==> config.mk <==
export PLATFORM = sky130hd
export DESIGN_NAME = serial_tx_unit
export DESIGN_NICKNAME = d
export VERILOG_FILES = /design/src/rtl/txf_pkg.sv /design/src/rtl/txf_ctrl_regs.sv /design/src/rtl/txf_flags.sv /design/src/rtl/txf_shifter.sv /design/src/rtl/serial_tx_unit.sv
export SDC_FILE = /design/constraint.sdc
export NUM_CORES = 1
export LEC_CHECK = 0
export BUFFER_PORTS_ARGS = -buffer_cell sky130_fd_sc_hd__buf_2
export CORE_ASPECT_RATIO = 0.75
export CORE_UTILIZATION = 35
export DETAILED_ROUTE_END_ITERATION = 7
export HOLD_SLACK_MARGIN = 0.06
export SYNTH_ARGS = -nofsm -noshare
export SYNTH_HDL_FRONTEND = slang
export SYNTH_SLANG_ARGS = --single-unit
==> constraint.sdc <==
create_clock -name clk -period 2.1 [get_ports clk]
set_clock_uncertainty 0.15 [all_clocks]
set_input_delay 0.315 -clock clk [delete_from_list [all_inputs] [get_ports clk]]
set_output_delay 0.315 -clock clk [all_outputs]
set_load 0.05 [all_outputs]
==> src/rtl/txf_pkg.sv <==
package txf_pkg;
  typedef enum logic [1:0] {
    SH_OFF  = 2'd0,
    SH_MARK = 2'd1,
    SH_IDLE = 2'd2,
    SH_SEND = 2'd3
  } sh_state_e;

  localparam logic [1:0] ADDR_CTRL = 2'd0;
  localparam logic [1:0] ADDR_DATA = 2'd1;
  localparam logic [1:0] ADDR_STAT = 2'd2;
  localparam logic [1:0] ADDR_PORT = 2'd3;
endpackage

==> src/rtl/txf_ctrl_regs.sv <==
module txf_ctrl_regs
  import txf_pkg::*;
(
  input  logic       clk,
  input  logic       rst_n,
  input  logic       bus_we,
  input  logic [1:0] bus_addr,
  input  logic [1:0] ctl_bits,
  output logic       line_en,
  output logic       irq_en,
  output logic       port_dir,
  output logic       port_val,
  output logic       data_we,
  output logic       stat_we,
  output logic       abort
);
  logic ctrl_we, port_we;
  logic en_q, en_d, ie_q, ie_d, dir_q, dir_d, val_q, val_d;

  always_comb begin
    ctrl_we = bus_we && (bus_addr == ADDR_CTRL);
    port_we = bus_we && (bus_addr == ADDR_PORT);
    data_we = bus_we && (bus_addr == ADDR_DATA);
    stat_we = bus_we && (bus_addr == ADDR_STAT);
    abort   = ctrl_we && !ctl_bits[0] && en_q;
    en_d    = ctl_bits[0];
    ie_d    = ctl_bits[1];
    dir_d   = ctl_bits[0];
    val_d   = ctl_bits[1];
  end

  always_ff @(posedge clk or negedge rst_n) begin
    if (!rst_n) begin
      en_q <= 1'b0;
      ie_q <= 1'b0;
    end else if (ctrl_we) begin
      en_q <= en_d;
      ie_q <= ie_d;
    end
  end

  always_ff @(posedge clk or negedge rst_n) begin
    if (!rst_n) begin
      dir_q <= 1'b0;
      val_q <= 1'b1;
    end else if (port_we) begin
      dir_q <= dir_d;
      val_q <= val_d;
    end
  end

  assign line_en  = en_q;
  assign irq_en   = ie_q;
  assign port_dir = dir_q;
  assign port_val = val_q;

  // an abort request always leaves the line disabled
  assert_abort_disables_R11: assert property (@(posedge clk) disable iff (!rst_n)
    abort |=> !en_q);
endmodule

==> src/rtl/txf_flags.sv <==
module txf_flags #(
  parameter int DATA_W = 8
) (
  input  logic              clk,
  input  logic              rst_n,
  input  logic              data_we,
  input  logic              stat_we,
  input  logic [DATA_W-1:0] wdata,
  input  logic              dma_we,
  input  logic [DATA_W-1:0] dma_wdata,
  input  logic              load,
  input  logic              frame_done,
  input  logic              abort,
  output logic              tdre,
  output logic              tend,
  output logic [DATA_W-1:0] hold_data
);
  logic tdre_q, tdre_d, tend_q, tend_d, fresh_q, fresh_d;
  logic commit, clear_req, hold_en;
  logic [DATA_W-1:0] hold_q, hold_d;

  always_comb begin
    commit    = stat_we && !wdata[0] && fresh_q && tdre_q;
    clear_req = commit || dma_we;

    if (abort)          tdre_d = 1'b1;
    else if (clear_req) tdre_d = 1'b0;
    else if (load)      tdre_d = 1'b1;
    else                tdre_d = tdre_q;

    if (abort)                     tend_d = 1'b1;
    else if (clear_req)            tend_d = 1'b0;
    else if (frame_done && tdre_q) tend_d = 1'b1;
    else                           tend_d = tend_q;

    if (abort || dma_we) fresh_d = 1'b0;
    else if (data_we)    fresh_d = 1'b1;
    else if (commit)     fresh_d = 1'b0;
    else                 fresh_d = fresh_q;

    hold_en = dma_we || data_we;
    hold_d  = dma_we ? dma_wdata : wdata;
  end

  always_ff @(posedge clk or negedge rst_n) begin
    if (!rst_n) begin
      tdre_q  <= 1'b1;
      tend_q  <= 1'b1;
      fresh_q <= 1'b0;
    end else begin
      tdre_q  <= tdre_d;
      tend_q  <= tend_d;
      fresh_q <= fresh_d;
    end
  end

  always_ff @(posedge clk or negedge rst_n) begin
    if (!rst_n)       hold_q <= '0;
    else if (hold_en) hold_q <= hold_d;
  end

  assign tdre      = tdre_q;
  assign tend      = tend_q;
  assign hold_data = hold_q;

  assert_load_sets_empty_R7: assert property (@(posedge clk) disable iff (!rst_n)
    (load && !clear_req) |=> tdre_q);
  assert_done_needs_empty_R8: assert property (@(posedge clk) disable iff (!rst_n)
    tend_q |-> tdre_q);
  assert_abort_flags_R11: assert property (@(posedge clk) disable iff (!rst_n)
    abort |=> (tdre_q && tend_q));
  assert_stale_commit_ignored_R6: assert property (@(posedge clk) disable iff (!rst_n)
    (stat_we && tdre_q && !fresh_q && !dma_we) |=> tdre_q);
  assert_dma_clears_R10: assert property (@(posedge clk) disable iff (!rst_n)
    (dma_we && !abort) |=> !tdre_q);
endmodule

==> src/rtl/txf_shifter.sv <==
module txf_shifter
  import txf_pkg::*;
#(
  parameter int DATA_W     = 8,
  parameter int OVERSAMPLE = 16
) (
  input  logic              clk,
  input  logic              rst_n,
  input  logic              en,
  input  logic              baud_tick,
  input  logic              tdre,
  input  logic [DATA_W-1:0] hold_data,
  output logic              load,
  output logic              frame_done,
  output logic              line_bit
);
  localparam int FRAME_BITS = DATA_W + 2;
  localparam int CNT_W      = (OVERSAMPLE > 2) ? $clog2(OVERSAMPLE) : 1;
  localparam int BIT_W      = $clog2(FRAME_BITS);

  sh_state_e state_q, state_d;
  logic [CNT_W-1:0]      tick_q, tick_d;
  logic [BIT_W-1:0]      bit_q, bit_d;
  logic [FRAME_BITS-1:0] sh_q, sh_d;
  logic tick_last, bit_end, frame_end, counting;

  always_comb begin
    tick_last  = (tick_q == CNT_W'(OVERSAMPLE - 1));
    bit_end    = baud_tick && tick_last;
    frame_end  = bit_end && (bit_q == BIT_W'(FRAME_BITS - 1));
    counting   = (state_q == SH_MARK) || (state_q == SH_SEND);
    load       = en && !tdre && ((state_q == SH_IDLE) || (counting && frame_end));
    frame_done = en && (state_q == SH_SEND) && frame_end;
    line_bit   = (state_q == SH_SEND) ? sh_q[0] : 1'b1;
  end

  always_comb begin
    state_d = state_q;
    tick_d  = tick_q;
    bit_d   = bit_q;
    sh_d    = sh_q;
    if (!en) begin
      state_d = SH_OFF;
      tick_d  = '0;
      bit_d   = '0;
      sh_d    = '1;
    end else begin
      case (state_q)
        SH_OFF: begin
          state_d = SH_MARK;
          tick_d  = '0;
          bit_d   = '0;
        end
        SH_MARK, SH_SEND: begin
          if (baud_tick) begin
            if (tick_last) begin
              tick_d = '0;
              if (frame_end) begin
                bit_d = '0;
                if (load) begin
                  state_d = SH_SEND;
                  sh_d    = {1'b1, hold_data, 1'b0};
                end else begin
                  state_d = SH_IDLE;
                  sh_d    = '1;
                end
              end else begin
                bit_d = bit_q + 1'b1;
                sh_d  = {1'b1, sh_q[FRAME_BITS-1:1]};
              end
            end else begin
              tick_d = tick_q + 1'b1;
            end
          end
        end
        SH_IDLE: begin
          if (load) begin
            state_d = SH_SEND;
            tick_d  = '0;
            bit_d   = '0;
            sh_d    = {1'b1, hold_data, 1'b0};
          end
        end
        default: state_d = SH_OFF;
      endcase
    end
  end

  always_ff @(posedge clk or negedge rst_n) begin
    if (!rst_n) begin
      state_q <= SH_OFF;
      tick_q  <= '0;
      bit_q   <= '0;
      sh_q    <= '1;
    end else begin
      state_q <= state_d;
      tick_q  <= tick_d;
      bit_q   <= bit_d;
      sh_q    <= sh_d;
    end
  end

  assert_start_low_R4: assert property (@(posedge clk) disable iff (!rst_n)
    (state_q == SH_SEND && bit_q == '0) |-> !line_bit);
  assert_stop_high_R4: assert property (@(posedge clk) disable iff (!rst_n)
    (state_q == SH_SEND && bit_q == BIT_W'(FRAME_BITS - 1)) |-> line_bit);
  assert_enable_marks_R3: assert property (@(posedge clk) disable iff (!rst_n)
    (en && state_q == SH_OFF) |=> (state_q == SH_MARK));
  assert_mark_line_high_R3: assert property (@(posedge clk) disable iff (!rst_n)
    (state_q == SH_MARK) |-> line_bit);
  assert_drop_stops_R11: assert property (@(posedge clk) disable iff (!rst_n)
    !en |=> (state_q == SH_OFF));
endmodule

==> src/rtl/serial_tx_unit.sv <==
module serial_tx_unit
  import txf_pkg::*;
#(
  parameter int DATA_W     = 8,
  parameter int OVERSAMPLE = 16
) (
  input  logic              clk,
  input  logic              rst_n,
  input  logic              bus_we,
  input  logic [1:0]        bus_addr,
  input  logic [DATA_W-1:0] bus_wdata,
  output logic [DATA_W-1:0] bus_rdata,
  input  logic              dma_we,
  input  logic [DATA_W-1:0] dma_wdata,
  input  logic              baud_tick,
  output logic              txi,
  output logic              txd
);
  logic rst_meta_q, rst_sync_q;
  logic line_en, irq_en, port_dir, port_val, data_we, stat_we, abort;
  logic tdre, tend, load, frame_done, line_bit;
  logic [DATA_W-1:0] hold_data;

  always_ff @(posedge clk or negedge rst_n) begin
    if (!rst_n) begin
      rst_meta_q <= 1'b0;
      rst_sync_q <= 1'b0;
    end else begin
      rst_meta_q <= 1'b1;
      rst_sync_q <= rst_meta_q;
    end
  end

  txf_ctrl_regs u_regs (
    .clk(clk), .rst_n(rst_sync_q), .bus_we(bus_we), .bus_addr(bus_addr),
    .ctl_bits(bus_wdata[1:0]), .line_en(line_en), .irq_en(irq_en),
    .port_dir(port_dir), .port_val(port_val), .data_we(data_we),
    .stat_we(stat_we), .abort(abort)
  );

  txf_flags #(.DATA_W(DATA_W)) u_flags (
    .clk(clk), .rst_n(rst_sync_q), .data_we(data_we), .stat_we(stat_we),
    .wdata(bus_wdata), .dma_we(dma_we), .dma_wdata(dma_wdata), .load(load),
    .frame_done(frame_done), .abort(abort), .tdre(tdre), .tend(tend),
    .hold_data(hold_data)
  );

  txf_shifter #(.DATA_W(DATA_W), .OVERSAMPLE(OVERSAMPLE)) u_shift (
    .clk(clk), .rst_n(rst_sync_q), .en(line_en), .baud_tick(baud_tick),
    .tdre(tdre), .hold_data(hold_data), .load(load),
    .frame_done(frame_done), .line_bit(line_bit)
  );

  always_comb begin
    bus_rdata = '0;
    case (bus_addr)
      ADDR_CTRL: bus_rdata[1:0] = {irq_en, line_en};
      ADDR_DATA: bus_rdata      = hold_data;
      ADDR_STAT: bus_rdata[1:0] = {tend, tdre};
      default:   bus_rdata[1:0] = {port_val, port_dir};
    endcase
  end

  assign txi = tdre && irq_en;
  assign txd = line_en ? line_bit : (port_dir ? port_val : 1'b1);

  // done may only rise when a frame finished with nothing queued
  assert_done_rise_R8: assert property (@(posedge clk) disable iff (!rst_sync_q)
    $rose(tend) |-> ($past(frame_done) || $past(abort)));
endmodule

* Yosys cells after proc, flatten, opt, wreduce, memory -nomap -nowiden *
Index checks and enable logic that the tools add are counted.
Widths: inputs -> output; s select.

storage, ports and cells
  input bits = 23
  memory bits (writable) = 0
  output and inout bits = 10
  word-level logic and storage cells = 103
  latch bits = 0
  bits in registers = 37
  ROM bits = 0
  memories kept = 0

cells by class
  $mul = 0
  $add $sub $neg = 2
  multiplexer cells = 39
  divide/modulo/power cells = 0
  reductions and logical operators = 35
  shift operators = 0
  bitwise operators = 0
  eq/ne operators = 13
  order comparisons = 0

operators with widths
  cell                 count
  $mux 10              4
  $mux 4               8
  $pmux 4 s3           2
  $pmux 10 s2          1
  $logic_and 1x1->1    18
  $mux 9               2
  $mux 1               13
  $pmux 2 s3           2
  $mux 2               5
  $reduce_bool 3->1    3
  $add 4x1->4 const B  2
  $eq 2x2->1 const B   4
  $eq 4x4->1 const B   2
  $mux 8               1
  $reduce_and 4->1     2
  $mux 6               1
  $ne 3x2->1 const B   2
  $ne 3x3->1 const B   2
  $logic_or 1x1->1     5
  $eq 2x1->1 const B   2
  $logic_not 2->1      2
  $ne 3x1->1 const B   1
  $reduce_and 3->1     1
  $logic_not 1->1      2
  2 further kinds      2

* Longest topological paths before layout *
Gate-level depths: netlist (run 1).

  word-level depth = 12
  depth in mapped cells = 7
  gate-level depth less buffers = 6

* Modules after synthesis *
From an unflattened synthesis (run 1), not the netlist that was laid out.

unflattened totals
  cell total of the unflattened synthesis = 180
  area, all modules = 1,958.1 um2

modules (own cells, without submodules)
  module          cells an instance  sequential area each (um2)  area each (um2)  instances
  txf_shifter     102                486.7                       1,044.8          1
  txf_flags       48                 277.8                       539.3            1
  txf_ctrl_regs   14                 101.3                       202.7            1
  serial_tx_unit  16                 50.0                        171.4            1

* Worst setup path before layout (run 1) *
No wires, ideal clock.

  kind = register -> output
  from = reg u_regs.en_q, in the netlist u_regs.line_en
  to = out txd
  required time = 1,635 ps
  arrival time = 1,467 ps
  stages on the path, launching flop included = 5
  path buffers = 1
  setup slack = 168 ps
  cell sequence = dfrtp_1 buf_6 inv_1 nor3_1 a21oi_1

on the way
  word-level cells in the longest chain between the ends = 1

ends and longest elaborated chain
  what                    RTL line              source
  start, declared         txf_ctrl_regs.sv:18   logic en_q, en_d, ie_q, ie_d, dir_q, dir_d, val_q, val_d;
  start signal, assigned  txf_ctrl_regs.sv:37   en_q <= en_d;
  $mux 1                  serial_tx_unit.sv:65  assign txd = line_en ? line_bit : (port_dir ? port_val : 1'b1);
  end, declared           serial_tx_unit.sv:17  output logic txd

Every way passes these cells.

* Final worst setup path (run 1) *
Ends and elaborated chain as after synthesis.

==> reports/qor.txt, run 1 <==
Final Cycle Share: 93.5%
Power Total: 1620 uW
most frequent cell after synthesis: dfrtp_1
Placer Congestion: 0.784
Switch Pwr: 495 uW
post-synth top area cell: dfrtp_1
gr ovfl total: 0
row count: 22
# Max-Cap Violations: 0
drt first pass iters: 4
slowest stage cell, crit path: dfrtp_2
average wire per standard cell: 13.8 um
max-slew violations: 0
Clock power frac: 28.4%
final hold vios: 0
Req. time, crit path: 1630 ps
Yosys reg bits: 36
Syn Nets: 204
die width: 87.7 um
clk sinks: 36
critical path class: flop to output port
type of the worst min-delay path: input port to flop
root buffer cell: clkbuf_8
count of input and output buffers: 32
Critical Path AT: 1500 ps
DRC Markers: 0
DRT iter0 DRCs: 92
Final Non-Filler Cells: 285
sequential share of power: 52.0%
switching share of power: 30.5%
CTS tree: yes
Worst IR Drop VDD: 0.299 mV
ratio of total power to cell area: 730 nW/um2
placed insts: 277
Seq/Total Area, Yosys: 47.5%
Max Clk Rate: 509 MHz
Mapped Avg Cell Area: 10.8 um2
Reg clk slew, reported paths: 70 ps
outcome: complete, no violations
Worst setup EP type: output port
EDFF count, synth: 0
unrepaired setup endpoints after global routing: false
die area: 5810 um2
Setup TNS Final: 0 ps
first-pass GRT wire length: 6.47 mm
Vias: 1441
Setup Buffers After CTS: 0
final setup fails: 0
Worst path max stage delay: 510 ps
crit start category: flop
Top FF cell, synth: dfrtp_1
vias per cell: 5.06
initial antenna violation count: 0
Commonest cells post-synth: dfrtp_1 (24), nand2_1 (17), o21ai_0 (15)
ant diodes: 0
chip height: 66.3 um
Synthesis Warnings: 0
core area: 5090 um2
leakage: 0.000993 uW
All-Layer GR Usage: 14.9%
Filler Cell Count: 500
Final nets: 239
clock latency on the worst-skew pair: 280 ps
vias in the first global route: 1305
hpwl dp: 2.82 mm
Max H-tree Level: 2
share of cells above drive strength 1: 32.9%
worst-path cell chain: inv_1, nor3_1, a21oi_1, buf_2
clock buffer depth: 2
CTS buffer count: 5
Boundary Pins: 33
CP max FO: 11
Cells after Synth: 178
Comb power frac: 19.6%
largest cells by area after synthesis: dfrtp_1 (31%), dfstp_2 (16%), mux2i_1 (4.2%)
P_int: 1130 uW
WL final: 3.94 mm
synthesized cell area: 1930 um2
antenna viol nets, final: 0
asr flop ratio synth: 100%
area grow syn2layout: 15.3%
largest net degree at the start of global routing: 35
fin crit period: 1960 ps
area fraction of the dominant cell type after synthesis: 31.1%
Synth cell types: 51
initial core utilization: 37.9%
[power groups by stage]
stage	Combinational (uW)	Sequential (uW)	Clock, uW
global route	352	855	507
finish	319	844	460
detailed placement	317	855	0
CTS	321	844	475
global placement	319	855	0
floorplan	269	822	0
[cell families (layout without fill, tap and decap cells)]
| group | count (synthesis) | after routing | synth area share (%) |
|---|---|---|---|
| flip-flops | 36 | 36 | 47.5 |
| buffers and inverters | 12 | 47 | 3.96 |
| other | 1 | 1 | 0.194 |
| AND/OR/NAND/NOR | 62 | 62 | 18.9 |
| AO/OA/AOI/OAI | 49 | 49 | 18.2 |
| XOR/XNOR | 1 | 1 | 0.454 |
| adder cells (fa/ha/maj) | 3 | 3 | 1.95 |
| multiplexers | 14 | 14 | 8.83 |
[worst max-delay path: cells and delay by family, from the launching register on]
family / cells / cell delay [ps]
AO/OA/AOI/OAI: 1 / 110
buffers and inverters: 2 / 500
flip-flops: 1 / 510
AND/OR/NAND/NOR: 1 / 90
[final cells by class]
| class | instances | area [um2] | share of cell area, % |
|---|---|---|---|
| multi-input combinational | 130 | 936 | 42.1 |
| tap | 72 | 90.1 | 4.05 |
| timing repair buffer | 35 | 185 | 8.33 |
| clock buffer | 7 | 76.3 | 3.43 |
| sequential | 36 | 917 | 41.2 |
| inverter | 5 | 18.8 | 0.844 |
[routing by layer]
| layer | share of wire (%) | vias up | wire (um) | GRT usage, % |
|---|---|---|---|---|
| met5 | 0 | - | 0 | 0 |
| met1 | 55 | 687 | 2160 | 21.9 |
| met2 | 40 | 39 | 1570 | 20.5 |
| met3 | 4.5 | 4 | 179 | 4.49 |
| li1 | - | 711 | - | - |
| met4 | 0.79 | 0 | 31 | 4.30 |
[what timing repair did]
item / 4_1_cts / 5_1_grt
hold buffers: 1 / 0
resized for setup: 1 / 0
setup endpoints to repair: 1 / 0
hold endpoints to repair: 2 / 0
[placed cells by master (no fill, tap or decap), types with 3 or more instances in the layout]
cell / Yosys / final
a21oi_1: 5 / 5
nand3b_1: 3 / 3
nand3_1: 3 / 3
mux2_2: 4 / 4
nor2_1: 9 / 9
o21a_1: 7 / 7
ha_1: 3 / 3
inv_1: 5 / 5
dfrtp_1: 24 / 23
dfstp_2: 12 / 12
o22a_1: 9 / 9
nand2_1: 17 / 17
buf_2: 0 / 32
mux2i_1: 8 / 8
nor3_1: 4 / 4
clkbuf_8: 0 / 5
o21ai_0: 15 / 15
and2_1: 7 / 7
[path summary, 6_finish.rpt]
check | from | to | slack (ps) | cells after the start
worst max-delay path | u_regs.line_en$_DFFE_PN0N_ | txd | 140 | 4
worst min-delay path | dma_wdata[7] | u_flags.hold_data[7]$_DFFE_PN0P_ | 90 | 3
worst min register to register | rst_sync_q$_DFF_PN0_ | u_shift.bit_q[2]$_DFFE_PN0P_ | 110 | 1
min in group asynchronous | rst_sync_q$_DFF_PN0_ | u_shift.bit_q[2]$_DFFE_PN0P_ | 110 | 1
max in group asynchronous | rst_sync_q$_DFF_PN0_ | u_shift.sh_q[3]$_DFFE_PN1P_ | 1340 | 1
worst max register to register | u_shift.bit_q[1]$_DFFE_PN0P_ | u_shift.bit_q[3]$_DFFE_PN0P_ | 360 | 6
[metrics by stage]
step                      hold WS, ps  util (%)  worst slack, ps  cell area (um2)
final                            88.3      43.7              136             2220
after global routing              103      43.7             38.8             2220
after CTS                        83.0      43.7              132             2220
after detailed placement        -46.7      41.9              318             2140
after global placement          -48.2      41.9              311             2140
after floorplan                  -131         -              168             1930
[sequential cells by signal (all words and copies together), names as in the netlist]
| signal | cells |
|---|---|
| rst_sync_q | 1 |
| u_flags.hold_data | 8 |
| u_regs.port_val | 1 |
| u_shift.state_q | 2 |
| u_shift.sh_q | 9 |
| u_flags.tdre | 1 |
| u_regs.port_dir | 1 |
| u_shift.bit_q | 4 |
| u_flags.tend | 1 |
| u_shift.tick_q | 4 |
| u_regs.irq_en | 1 |
| rst_meta_q | 1 |
| u_flags.fresh_q | 1 |
| u_regs.line_en | 1 |
(Power assumes the default switching activity.)
==> run 2: changes to the inputs <==
Settings changed: REMOVE_ABC_BUFFERS set to 1.
==> run 2 against run 1 <==
Global-route usage is 0.52 points higher. Wire length is 1.3% lower. Largest power group unchanged. Via count is 1.6% lower. Die area stayed put. Worst setup slack worse by 21 ps. Critical path type unchanged. Fmax is 1.1% lower. First-iteration DRC count is 12% higher. Sequential share of layout area is 0.44 points lower. Hold slack worse by 14 ps. Utilization is 0.47 points higher. Non-clock buffer count stayed put.
==> reports/qor.txt, run 2 (same netlist as run 1, synthesis figures left out) <==
flip-flop count of the largest register after layout: 9 (unchanged)
Setup TNS Final: 0 ps (unchanged)
count of input and output buffers: 32 (unchanged)
area grow syn2layout: 16.5%
row count: 22 (unchanged)
Req. time, crit path: 1630 ps (about the same)
Final Non-Filler Cells: 286 (+0.35%)
die width: 87.7 um (unchanged)
Vias: 1418 (-1.6%)
Boundary Pins: 33 (unchanged)
max-slew violations: 0 (unchanged)
die area: 5810 um2 (unchanged)
DRC Markers: 0 (unchanged)
Final Cycle Share: 94.6% (+1.0 points)
Worst IR Drop VDD: 0.296 mV (-0.87%)
CTS tree: yes
leakage: 0.00101 uW (+1.3%)
final setup fails: 0 (unchanged)
drt first pass iters: 4 (unchanged)
Max H-tree Level: 2 (unchanged)
outcome: complete, no violations
Worst setup EP type: output port
ant diodes: 0 (unchanged)
critical path class: flop to output port
Most flops, register: u_shift.sh_q
commonest non-fill, non-tap cell in the layout: buf_2
All-Layer GR Usage: 15.4% (+0.52 points)
CTS buffer count: 5 (unchanged)
clk sinks: 36 (unchanged)
first-pass GRT wire length: 6.67 mm (+3.0%)
root buffer cell: clkbuf_8
antenna viol nets, final: 0 (unchanged)
# Max-Cap Violations: 0 (unchanged)
Critical Path AT: 1520 ps (+20 ps)
most frequent cells in the layout: buf_2 (32), dfrtp_1 (23), nand2_1 (17)
core area: 5090 um2 (unchanged)
vias per cell: 4.96 (-1.9%)
chip height: 66.3 um (unchanged)
Setup WS pre-CTS: 331 ps (+13.1 ps)
WL final: 3.89 mm (-1.3%)
crit start category: flop
Final nets: 239 (unchanged)
gr ovfl total: 0 (unchanged)
DRT iter0 DRCs: 103 (+12%)
vias in the first global route: 1391 (+6.6%)
CP max FO: 11 (unchanged)
Placer Congestion: 0.735 (-6.3%)
initial antenna violation count: 0 (unchanged)
Final Util: 44.1% (+0.47 points)
type of the worst min-delay path: input port to flop
Max Clk Rate: 504 MHz (-1.1%)
ratio of total power to cell area: 758 nW/um2 (+3.9%)
hpwl dp: 2.82 mm (about the same)
share of cells above drive strength 1: 33.6% (+0.78 points)
final hold vios: 0 (unchanged)
unrepaired setup endpoints after global routing: false
fin worst setup slack: 114 ps (-21.3 ps)
clock buffer depth: 2 (unchanged)
Reg clk slew, reported paths: 70 ps (about the same)
clock latency on the worst-skew pair: 290 ps (about the same)
placed insts: 277 (unchanged)
fin crit period: 1990 ps (+21.3 ps)
average wire per standard cell: 13.6 um (-1.7%)
initial core utilization: 37.9% (unchanged)
largest net degree at the start of global routing: 35 (unchanged)
-- run 2: cell types whose count changed in the layout (fill, tap and decap cells not counted) --
cell / before / now
clkbuf_8: 5 / 7
clkbuf_1: 2 / 1
-- run 2: metrics by stage --
stage	area (um2)	hold slack [ps]	power [uW]
5_1_grt	2250	71.3	1790
6_report	2250	74.4	1700
3_5_place_dp	2140	-48.6	1170
3_3_place_gp	2140	-48.0	1170
2_1_floorplan	1870	-131	1070
4_1_cts	2250	66.0	1730
-- run 2: final cells by class --
type | instances | area, um2
Fill cell | 487 | 2850
Multi-Input combinational cell | 130 | 936
Sequential cell | 36 | 917
Timing Repair Buffer | 35 | 185
Clock buffer | 8 | 100
Tap cell | 72 | 90.1
Inverter | 5 | 18.8
-- run 2: worst paths after layout --
path / to / slack, ps / depth (start not counted) / start
max reg2reg: u_shift.sh_q[0]$_DFFE_PN1P_ / 370 / 5 / u_shift.bit_q[0]$_DFFE_PN0P_
max: txd / 110 / 4 / u_regs.line_en$_DFFE_PN0N_
min reg2reg: u_shift.bit_q[0]$_DFFE_PN0P_ / 120 / 1 / rst_sync_q$_DFF_PN0_
min in group asynchronous: u_shift.bit_q[0]$_DFFE_PN0P_ / 120 / 1 / rst_sync_q$_DFF_PN0_
max in group asynchronous: u_shift.sh_q[2]$_DFFE_PN1P_ / 1330 / 1 / rst_sync_q$_DFF_PN0_
min: u_flags.hold_data[7]$_DFFE_PN0P_ / 70 / 3 / dma_wdata[7]
-- run 2: routing by layer --
layer  track usage [%]  vias to the layer above  routed length (um)
li1                  -                      714                   -
met1              22.2                      660                2120
met5                 0                        -                   0
met4              6.15                        0                  57
met3              4.49                        7                 178
met2              21.1                       37                1530
-- run 2: worst max-delay path, cell delays in order (launching register included) --
cell and delay, ps:
dfrtp_2 500, inv_1 230, nor3_1 90, a21oi_1 130, buf_2 280
-- run 2: report_power, final --
part / switching, uW / leakage [uW] / total, uW / internal, uW
Sequential: 70.8 / 0.000431 / 842 / 771
Clock: 243 / 0.0000515 / 542 / 299
Combinational: 192 / 0.000523 / 320 / 128
-- run 2: what timing repair did --
action / CTS / global route
buffers inserted: 0 / 0
endpoints found under the setup margin: 0 / 1
hold buffers: 1 / 0
hold endpoints to repair: 2 / 0
gates resized for setup: 0 / 1
